File: src/rtl/pwbus_pkg.sv
package pwbus_pkg;

    localparam int ADDR_BITS = 4;
    localparam int CMD_BITS  = 3;

    // Request opcodes seen on req_op
    typedef enum logic [2:0] {
        OP_BCAST = 3'd0,
        OP_ADDR  = 3'd1,
        OP_WRITE = 3'd2,
        OP_READ  = 3'd3,
        OP_RESET = 3'd4
    } op_e;

    // Wire symbols
    typedef enum logic [1:0] {
        SYM_ZERO,
        SYM_ONE,
        SYM_MARK,
        SYM_PROMPT
    } sym_e;

    // Frame sequencer states
    typedef enum logic [2:0] {
        S_IDLE,
        S_LEAD_MARK,
        S_CMD,
        S_BODY,
        S_TAIL_MARK,
        S_TAIL_ONES
    } seq_state_e;

    // Command codes, sent from bit 2 down to bit 0
    localparam logic [CMD_BITS-1:0] CMD_BCAST = 3'b000;
    localparam logic [CMD_BITS-1:0] CMD_WRITE = 3'b001;
    localparam logic [CMD_BITS-1:0] CMD_ADDR  = 3'b010;
    localparam logic [CMD_BITS-1:0] CMD_READ  = 3'b101;

endpackage

File: src/rtl/pwbus_symbol_gen.sv
module pwbus_symbol_gen
    import pwbus_pkg::*;
#(
    parameter int ZERO_CYC    = 500,
    parameter int ONE_CYC     = 3000,
    parameter int MARK_CYC    = 10000,
    parameter int GAP_CYC     = 50,
    parameter int PROMPT_CYC  = 100,
    parameter int SAMPLE_CYC  = 350,
    parameter int RECLAIM_CYC = 1300
) (
    input  logic clk,
    input  logic rst_n,
    input  logic start,
    input  sym_e kind,
    output logic busy,
    output logic done,
    output logic drive,
    output logic sample
);

    localparam int LONG_PULSE = MARK_CYC + GAP_CYC;
    localparam int LONGEST    = (LONG_PULSE > RECLAIM_CYC) ? LONG_PULSE : RECLAIM_CYC;
    localparam int CW         = $clog2(LONGEST + 1);

    localparam logic [CW-1:0] W_ZERO   = CW'(ZERO_CYC);
    localparam logic [CW-1:0] W_ONE    = CW'(ONE_CYC);
    localparam logic [CW-1:0] W_MARK   = CW'(MARK_CYC);
    localparam logic [CW-1:0] W_PROMPT = CW'(PROMPT_CYC);
    localparam logic [CW-1:0] T_ZERO   = CW'(ZERO_CYC + GAP_CYC);
    localparam logic [CW-1:0] T_ONE    = CW'(ONE_CYC + GAP_CYC);
    localparam logic [CW-1:0] T_MARK   = CW'(MARK_CYC + GAP_CYC);
    localparam logic [CW-1:0] T_PROMPT = CW'(RECLAIM_CYC);
    localparam logic [CW-1:0] C_SAMPLE = CW'(SAMPLE_CYC);

    logic          active_q;
    sym_e          kind_q;
    logic [CW-1:0] cnt_q;
    logic [CW-1:0] width_c;
    logic [CW-1:0] total_c;

    always_comb begin
        unique case (kind_q)
            SYM_ZERO:   begin width_c = W_ZERO;   total_c = T_ZERO;   end
            SYM_ONE:    begin width_c = W_ONE;    total_c = T_ONE;    end
            SYM_MARK:   begin width_c = W_MARK;   total_c = T_MARK;   end
            SYM_PROMPT: begin width_c = W_PROMPT; total_c = T_PROMPT; end
            default:    begin width_c = W_ZERO;   total_c = T_ZERO;   end
        endcase
    end

    assign busy   = active_q;
    assign done   = active_q && (cnt_q == total_c - CW'(1));
    assign drive  = active_q && (cnt_q < width_c);
    assign sample = active_q && (kind_q == SYM_PROMPT) && (cnt_q == C_SAMPLE);

    always_ff @(posedge clk or negedge rst_n) begin
        if (!rst_n) begin
            active_q <= 1'b0;
            kind_q   <= SYM_ZERO;
            cnt_q    <= '0;
        end else if (!active_q) begin
            if (start) begin
                active_q <= 1'b1;
                kind_q   <= kind;
                cnt_q    <= '0;
            end
        end else if (done) begin
            active_q <= 1'b0;
            cnt_q    <= '0;
        end else begin
            cnt_q <= cnt_q + CW'(1);
        end
    end

    // the host is off the wire when it samples the answer
    a_r8_released_at_sample: assert property (@(posedge clk) disable iff (!rst_n)
        sample |-> !drive);

    // every low pulse is followed by released time
    a_r3_gap_after_pulse: assert property (@(posedge clk) disable iff (!rst_n)
        $fell(drive) |=> !drive);

    // a pulse, once started, lasts past its first cycle
    a_r2_pulse_holds: assert property (@(posedge clk) disable iff (!rst_n)
        (start && !active_q) |=> drive);

endmodule

File: src/rtl/pwbus_rx_shift.sv
module pwbus_rx_shift #(
    parameter int DATA_W = 24
) (
    input  logic              clk,
    input  logic              rst_n,
    input  logic              clear,
    input  logic              sample,
    input  logic              bit_in,
    output logic [DATA_W-1:0] word
);

    localparam int IW = $clog2(DATA_W + 1);

    logic [IW-1:0] idx_q;

    always_ff @(posedge clk or negedge rst_n) begin
        if (!rst_n) begin
            word  <= '0;
            idx_q <= '0;
        end else if (clear) begin
            word  <= '0;
            idx_q <= '0;
        end else if (sample && (idx_q < IW'(DATA_W))) begin
            for (int k = 0; k < DATA_W; k++) begin
                if (idx_q == IW'(k)) begin
                    word[k] <= bit_in;
                end
            end
            idx_q <= idx_q + IW'(1);
        end
    end

    // never more samples than the word holds
    a_r9_no_overflow: assert property (@(posedge clk) disable iff (!rst_n)
        (sample && !clear) |-> (idx_q < IW'(DATA_W)));

endmodule

File: src/rtl/pwbus_host.sv
module pwbus_host
    import pwbus_pkg::*;
#(
    parameter int DATA_W      = 24,
    parameter int LEN_W       = $clog2(DATA_W + 1),
    parameter int ZERO_CYC    = 500,
    parameter int ONE_CYC     = 3000,
    parameter int MARK_CYC    = 10000,
    parameter int GAP_CYC     = 50,
    parameter int PROMPT_CYC  = 100,
    parameter int SAMPLE_CYC  = 350,
    parameter int RECLAIM_CYC = 1300
) (
    input  logic                 clk,
    input  logic                 rst_n,
    input  logic                 req_valid,
    output logic                 req_ready,
    input  logic [2:0]           req_op,
    input  logic [ADDR_BITS-1:0] req_addr,
    input  logic [DATA_W-1:0]    req_data,
    input  logic [LEN_W-1:0]     req_len,
    input  logic                 bus_in,
    output logic                 bus_drive_low,
    output logic [DATA_W-1:0]    rd_data,
    output logic                 rd_done
);

    localparam int IDX_W = (LEN_W > CMD_BITS) ? LEN_W : CMD_BITS;
    localparam logic [IDX_W-1:0] CMD_LAST  = IDX_W'(CMD_BITS - 1);
    localparam logic [IDX_W-1:0] ADDR_LAST = IDX_W'(ADDR_BITS - 1);

    seq_state_e           state_q, state_d;
    logic [IDX_W-1:0]     idx_q, idx_d;
    logic                 frame_addr_q, frame_addr_d;
    logic                 launch_q, launch_d;
    op_e                  op_q;
    logic [ADDR_BITS-1:0] addr_q;
    logic [DATA_W-1:0]    data_q;
    logic [LEN_W-1:0]     nbits_q;

    logic                 accept;
    logic                 op_known;
    logic                 take;
    logic                 want_addr;
    logic [LEN_W-1:0]     eff_len;
    logic [CMD_BITS-1:0]  cur_cmd;
    logic [CMD_BITS-1:0]  cmd_sh;
    logic [DATA_W-1:0]    data_sh;
    logic [ADDR_BITS-1:0] addr_sh;
    logic [IDX_W-1:0]     body_last;
    logic                 chain_next;
    logic                 frame_end;
    logic                 rd_done_d;
    logic                 is_read_body;

    sym_e                 sym_kind;
    logic                 sym_busy;
    logic                 sym_done;
    logic                 sym_sample;
    logic [DATA_W-1:0]    rx_word;

    // ---------------- request decode ----------------
    assign req_ready = (state_q == S_IDLE);
    assign accept    = req_valid && req_ready;
    assign op_known  = (req_op <= 3'd4);
    assign take      = accept && op_known;
    assign want_addr = (req_op == OP_WRITE) || (req_op == OP_READ) || (req_op == OP_ADDR);

    always_comb begin
        eff_len = req_len;
        if ((req_len == '0) || (req_len > LEN_W'(DATA_W))) begin
            eff_len = LEN_W'(DATA_W);
        end
    end

    // ---------------- frame fields ----------------
    always_comb begin
        if (frame_addr_q) begin
            cur_cmd = CMD_ADDR;
        end else begin
            unique case (op_q)
                OP_WRITE: cur_cmd = CMD_WRITE;
                OP_READ:  cur_cmd = CMD_READ;
                default:  cur_cmd = CMD_BCAST;
            endcase
        end
    end

    assign cmd_sh       = cur_cmd << idx_q;
    assign data_sh      = data_q >> idx_q;
    assign addr_sh      = addr_q >> idx_q;
    assign body_last    = frame_addr_q ? ADDR_LAST : (IDX_W'(nbits_q) - IDX_W'(1));
    assign chain_next   = frame_addr_q && ((op_q == OP_WRITE) || (op_q == OP_READ));
    assign is_read_body = !frame_addr_q && (op_q == OP_READ);
    assign frame_end    = (state_q == S_TAIL_ONES) && sym_done && (idx_q == CMD_LAST);
    assign rd_done_d    = frame_end && is_read_body;

    // ---------------- next state ----------------
    always_comb begin
        state_d      = state_q;
        idx_d        = idx_q;
        frame_addr_d = frame_addr_q;
        launch_d     = 1'b0;
        unique case (state_q)
            S_IDLE: begin
                if (take) begin
                    state_d      = S_LEAD_MARK;
                    idx_d        = '0;
                    frame_addr_d = want_addr;
                    launch_d     = 1'b1;
                end
            end
            S_LEAD_MARK: begin
                if (sym_done) begin
                    state_d  = S_CMD;
                    idx_d    = '0;
                    launch_d = 1'b1;
                end
            end
            S_CMD: begin
                if (sym_done) begin
                    launch_d = 1'b1;
                    if (idx_q == CMD_LAST) begin
                        state_d = S_BODY;
                        idx_d   = '0;
                    end else begin
                        idx_d = idx_q + IDX_W'(1);
                    end
                end
            end
            S_BODY: begin
                if (sym_done) begin
                    launch_d = 1'b1;
                    if (idx_q == body_last) begin
                        state_d = S_TAIL_MARK;
                        idx_d   = '0;
                    end else begin
                        idx_d = idx_q + IDX_W'(1);
                    end
                end
            end
            S_TAIL_MARK: begin
                if (sym_done) begin
                    state_d  = S_TAIL_ONES;
                    idx_d    = '0;
                    launch_d = 1'b1;
                end
            end
            S_TAIL_ONES: begin
                if (sym_done) begin
                    if (idx_q == CMD_LAST) begin
                        idx_d = '0;
                        if (chain_next) begin
                            state_d      = S_LEAD_MARK;
                            frame_addr_d = 1'b0;
                            launch_d     = 1'b1;
                        end else begin
                            state_d      = S_IDLE;
                            frame_addr_d = 1'b0;
                        end
                    end else begin
                        idx_d    = idx_q + IDX_W'(1);
                        launch_d = 1'b1;
                    end
                end
            end
            default: begin
                state_d = S_IDLE;
            end
        endcase
    end

    // ---------------- symbol selection (outputs) ----------------
    always_comb begin
        unique case (state_q)
            S_LEAD_MARK, S_TAIL_MARK: sym_kind = SYM_MARK;
            S_CMD:                    sym_kind = cmd_sh[CMD_BITS-1] ? SYM_ONE : SYM_ZERO;
            S_BODY: begin
                if (is_read_body) begin
                    sym_kind = SYM_PROMPT;
                end else if (frame_addr_q) begin
                    sym_kind = addr_sh[0] ? SYM_ONE : SYM_ZERO;
                end else begin
                    sym_kind = data_sh[0] ? SYM_ONE : SYM_ZERO;
                end
            end
            S_TAIL_ONES:              sym_kind = SYM_ONE;
            default:                  sym_kind = SYM_ZERO;
        endcase
    end

    // ---------------- state register ----------------
    always_ff @(posedge clk or negedge rst_n) begin
        if (!rst_n) begin
            state_q      <= S_IDLE;
            idx_q        <= '0;
            frame_addr_q <= 1'b0;
            launch_q     <= 1'b0;
            op_q         <= OP_BCAST;
            addr_q       <= '0;
            data_q       <= '0;
            nbits_q      <= '0;
            rd_done      <= 1'b0;
            rd_data      <= '0;
        end else begin
            state_q      <= state_d;
            idx_q        <= idx_d;
            frame_addr_q <= frame_addr_d;
            launch_q     <= launch_d;
            rd_done      <= rd_done_d;
            if (rd_done_d) begin
                rd_data <= rx_word;
            end
            if (take) begin
                op_q    <= op_e'(req_op);
                addr_q  <= req_addr;
                data_q  <= (req_op == OP_RESET) ? '1 : req_data;
                nbits_q <= (req_op == OP_RESET) ? LEN_W'(DATA_W) : eff_len;
            end
        end
    end

    // ---------------- submodules ----------------
    pwbus_symbol_gen #(
        .ZERO_CYC    (ZERO_CYC),
        .ONE_CYC     (ONE_CYC),
        .MARK_CYC    (MARK_CYC),
        .GAP_CYC     (GAP_CYC),
        .PROMPT_CYC  (PROMPT_CYC),
        .SAMPLE_CYC  (SAMPLE_CYC),
        .RECLAIM_CYC (RECLAIM_CYC)
    ) i_symbol_gen (
        .clk    (clk),
        .rst_n  (rst_n),
        .start  (launch_q),
        .kind   (sym_kind),
        .busy   (sym_busy),
        .done   (sym_done),
        .drive  (bus_drive_low),
        .sample (sym_sample)
    );

    pwbus_rx_shift #(
        .DATA_W (DATA_W)
    ) i_rx_shift (
        .clk    (clk),
        .rst_n  (rst_n),
        .clear  (take),
        .sample (sym_sample),
        .bit_in (bus_in),
        .word   (rx_word)
    );

    // ---------------- assertions ----------------
    // busy from the cycle after a request is taken
    a_r10_busy_after_take: assert property (@(posedge clk) disable iff (!rst_n)
        take |=> !req_ready);

    // dropped opcodes leave the host idle
    a_r11_unknown_dropped: assert property (@(posedge clk) disable iff (!rst_n)
        (accept && !op_known) |=> req_ready);

    // the done strobe is one cycle long and coincides with ready
    a_r9_done_single: assert property (@(posedge clk) disable iff (!rst_n)
        rd_done |=> !rd_done);
    a_r9_done_with_ready: assert property (@(posedge clk) disable iff (!rst_n)
        rd_done |-> req_ready);

    // an idle host never pulls the wire
    a_r1_quiet_when_idle: assert property (@(posedge clk) disable iff (!rst_n)
        req_ready |-> !bus_drive_low);

    // a symbol is launched only into an idle generator
    a_r2_launch_into_idle: assert property (@(posedge clk) disable iff (!rst_n)
        launch_q |-> !sym_busy);

endmodule

File: config.mk
export PLATFORM = sky130hd
export DESIGN_NAME = pwbus_host
export DESIGN_NICKNAME = d
export VERILOG_FILES = /design/src/rtl/pwbus_pkg.sv /design/src/rtl/pwbus_symbol_gen.sv /design/src/rtl/pwbus_rx_shift.sv /design/src/rtl/pwbus_host.sv
export SDC_FILE = /design/constraint.sdc
export NUM_CORES = 1
export LEC_CHECK = 0
export ABC_AREA = 1
export BUFFER_PORTS_ARGS = -buffer_cell sky130_fd_sc_hd__buf_2
export CAP_MARGIN = 20
export CORE_MARGIN = 3
export CORE_UTILIZATION = 60
export DETAILED_ROUTE_END_ITERATION = 6
export GPL_ROUTABILITY_DRIVEN = 0
export GPL_TIMING_DRIVEN = 0
export PLACE_DENSITY = 0.91
export SYNTH_ARGS = -nofsm -noshare
export SYNTH_HDL_FRONTEND = slang
export SYNTH_SLANG_ARGS = --single-unit
File: constraint.sdc
create_clock -name clk -period 2.6 [get_ports clk]
set_input_delay 0.26 -clock clk [delete_from_list [all_inputs] [get_ports clk]]
set_output_delay 0.26 -clock clk [all_outputs]
set_load 0.02 [all_outputs]
==> results.env <==
WORSTMARGINPINSLEW_NS=0.816
POST_SYNTH_MUX_AREA_SHARE=0
RELSLEWSLACK=0.456
TIMING_HOLD_VIOLATIONS_FINAL=0
FINAL_NET_COUNT=1101
CTSHTREEMAXLEVEL=4
FILLERS=689
DIE-AREA_SQ_MM=0.0124
CAP_VIOL_MAX_COUNT=0
MAIN_COMBINATIONAL_CELL_FAMILY_BY_AREA_AFTER_SYNTHESIS='simple AND/OR/NAND/NOR gates'
DRC=0
NUMBER_OF_VIAS_IN_THE_ROUTED_LAYOUT=6814
POSTLAYOUTCELLAREA_SQ_MM=0.00846
PORTBUFFERS=66
DRT-INITIAL-DRC-COUNT=740
CTS_MADE_BUFFERS=17
DIE_Y_UM=111
IO_PINS=67
CLK_PIN_SLEW_NS=0.06
CRITICAL_PATH.ENDPOINT_TYPE='output pin'
POST_SYNTH_XOR_AREA_FRACTION=0.0171
YS.WARNINGS.COUNT=0
NUMBER_OF_FLIP_FLOPS_AND_LATCHES_IN_THE_SYNTHESIZED_NETLIST=117
REGISTER_AREA_SQ_MM=0.00293
MIN-DELAY-START='req_data[1]'
FLOORPLAN.CORE_AREA_SQ_MM=0.0106
RSZ0062_AT_GRT='yes'
GRT_START_MAX_NET_PINS=63
PERIOD_NEEDED_NS=2.63
POST_DRT_WL_PER_CELL_UM=16.5
FAILED_CHECKS='negative setup slack'
POST_SYNTH_AND_OR_NAND_NOR_AREA_FRACTION=0.253
MOSTFREQUENTLAYOUTCELLS='nand2_1 (229), dfrtp_1 (116), o21ai_0 (113)'
ACHIEVABLE-FREQUENCY_MHz=381
TIMING.FINAL.SETUP_VIOLATIONS=1
MULTI_INPUT_AREA_SQ_MM=0.00331
CLASS_OF_THE_MOST_CRITICAL_HOLD_TIMING_PATH='in -> reg'
MIN_PERIOD_OVER_PERIOD=1.01
SYNTHDOMINANTCELLAREASHARE=0.438
CLOCK_PATH_BUFFERS=2
LAYOUT_SETUP_WS_NS=-0.0276
CRITICAL_PATH_SOURCE_TYPE='flop'
FINAL.SETUP_SKEW_NS=0.0106
CRITICAL_PATH_ARRIVAL_NS=2.37
CLOCK_SINKS=117
TRITONCTS='done'
INITIAL_UTILIZATION=0.633
VIASPERCELL=5.77
PLACEMENT.SETUP.WORST_SLACK_NS=-0.150
GRT_PASS1_WL_UM=31900
GRT_REMAINING_OVERFLOW=0
GRT_ANTENNA_BEFORE_REPAIR=0
NUM_ANTENNA_CELLS=0
POSTSYNTHCELLCOUNT=897
LAYOUT_CELL_SHARE_WITH_DRIVE_STRENGTH_BEYOND_1=0.173
PLACE_AREA_SQ_MM=0.00721
FP-ROW-COUNT=37
SYNTHESIZED_NETLIST_NET_COUNT=966
SYN_AREA_SQ_MM=0.00668
REQUIRED_TIME_AT_THE_WORST_SLACK_ENDPOINT_NS=2.34
MOSTFREQUENTLAYOUTCELL='nand2_1'
YOSYSSEQAREASHARE=0.438
YOSYS-TOP-CELLS-AREA='dfrtp_1 (44%), nand2_1 (13%), o21ai_0 (8.6%)'
TIMING.RR.START='i_symbol_gen.kind_q[0]'
CRITICAL_PATH_PEAK_FANOUT=3
DRTANTENNAVIOLNETS=0
SETUP.WORST_PATH.CLASS='reg -> out'
GRT_PASS1_VIAS=6684
DRT-TOTAL-WL_UM=19500
FINAL-MAX-SLEW-VIOLATION-COUNT=0
SYNTH_LARGEST_AREA_CELL='dfrtp_1'
DIE_W_UM=111
SYNTHESIS.AREA_PER_INSTANCE_SQ_UM=7.44
SYNTHTOLAYOUTAREAGROWTH_PCT=26.6
CLK_LAT_WORST_SKEW_NS=0.53
RESULT_OF_THE_RUN='finished with violations'
WORST_SETUP_PATH_STARTPOINT='i_symbol_gen.kind_q[0]'
YS_TYPES=34
WORST_IR_DROP_VDD_V=0.000481
SYNTH_COMPOUND_AREA_FRAC=0.142
SYNTH_FA_HA_AREA_FRAC=0.0543
CTS_ROOT_BUFFER='clkbuf_8'
PWR_DENSITY_CELL_mW_PER_MM2=735
LAYOUTNONFILLERINSTCOUNT=1180
DR.PASS1.ITERS=6
GRT_USE_TOTAL=0.314
TOTAL_LEAKAGE_POWER_uW=0.00428
HPWLAFTERDP_UM=12100
DP_CELLS=1100
[stage by stage]
| step | hold slack [ns] | setup TNS, ns | util | power [uW] |
|---|---|---|---|---|
| floorplan | -0.0356 | 0 | - | 3450 |
| global placement | 0.454 | -5.98 | 0.680 | 3820 |
| detailed placement | 0.390 | -1.68 | 0.683 | 3880 |
| CTS | 0.00270 | -0.00351 | 0.781 | 6070 |
| global route | 0.0226 | -0.593 | 0.801 | 6510 |
| finish | 0.00336 | -0.0276 | 0.801 | 6220 |
[critical path, stage by stage (launching register included)]
cell	delay, ns
dfrtp_2	0.43
buf_6	0.13
ha_4	0.16
nor2_4	0.12
ha_4	0.22
a21oi_2	0.13
o21ai_2	0.07
a2111oi_2	0.35
buf_2	0.22
[where the power goes]
| group | internal [uW] | switching (uW) | total (uW) | leakage [uW] |
|---|---|---|---|---|
| sequential | 2140 | 206 | 2340 | 0.00155 |
| combinational | 556 | 1150 | 1710 | 0.00247 |
| clock | 1270 | 896 | 2170 | 0.000258 |
| total | 3960 | 2260 | 6220 | 0.00428 |
[logic make-up (layout without fill, tap and decap cells)]
family	Yosys count	in the layout
AOI/OAI and AO/OA	178	178
xor gates and xnor gates	13	13
adders and majority gates	29	29
buffers and inverters	160	307
DFF	117	117
and+or+nand+nor	400	400
[cell type report]
type | count | share of cell area
buffer | 34 | 0.0206
sequential | 117 | 0.346
inverter | 126 | 0.0562
clock buffer | 17 | 0.0490
tap | 136 | 0.0201
clock inverter | 14 | 0.0151
timing repair buffer | 116 | 0.101
multi-input combinational | 620 | 0.391
[Yosys cell counts]
| cell | instances |
|---|---|
| nand2_1 | 233 |
| inv_1 | 118 |
| dfrtp_1 | 117 |
| o21ai_0 | 115 |
| nand3_1 | 62 |
| nor2_1 | 61 |
| ha_1 | 29 |
| clkbuf_1 | 23 |
| nor3_1 | 21 |
| o21ai_1 | 21 |
| a21oi_1 | 19 |
| xor2_1 | 11 |
| nand4_1 | 10 |
| o22ai_1 | 8 |
| buf_2 | 7 |
| inv_2 | 6 |
| o211ai_1 | 4 |
| o21ai_2 | 4 |
| buf_6 | 3 |
| nor4_1 | 3 |
| or2_2 | 3 |
| a22oi_1 | 2 |
| clkinv_1 | 2 |
| nand3_2 | 2 |
| nand3b_1 | 2 |
| o21a_1 | 2 |
| xnor2_1 | 2 |
| a2111oi_0 | 1 |
| a21oi_2 | 1 |
| buf_4 | 1 |
| nor2_4 | 1 |
| nor3_2 | 1 |
| nor3_4 | 1 |
| o31ai_1 | 1 |
[worst paths after layout]
check                                endpoint  slack [ns]  cells after the start
max                             bus_drive_low       -0.03                      8
min                                 data_q[1]       0.003                      3
max reg2reg                        rd_data[6]        0.06                     20
min reg2reg                        data_q[17]        0.47                      2
max in group asynchronous          data_q[15]        1.49                      3
min in group asynchronous  i_rx_shift.word[5]        0.37                      2
[sequential cells by signal, indices dropped and copies added (netlist names)]
signal and cells:
rd_data 24, addr_q 4, op_q 3, i_rx_shift.idx_q 5
nbits_q 5, launch_q 1, state_q 3, data_q 24
rd_done 1, i_symbol_gen.cnt_q 14, idx_q 5, i_symbol_gen.busy 1
i_symbol_gen.kind_q 2, i_rx_shift.word 24, frame_addr_q 1
[repair_timing]
item	CTS	global route
setup buffers	12	8
cloned	1	1
hold buffers	28	0
endpoints found under the hold margin	88	0
setup endpoints to repair	27	43
pin swaps	5	14
resized for setup	24	28
[per-layer routing]
metal	vias up	global-route usage	routed length (um)
met2	354	0.545	9940
met4	0	0.123	575
met3	62	0.0533	1440
met1	3229	0.392	7570
met5	-	0	0
li1	3169	-	-
(Power assumes the default switching activity.)
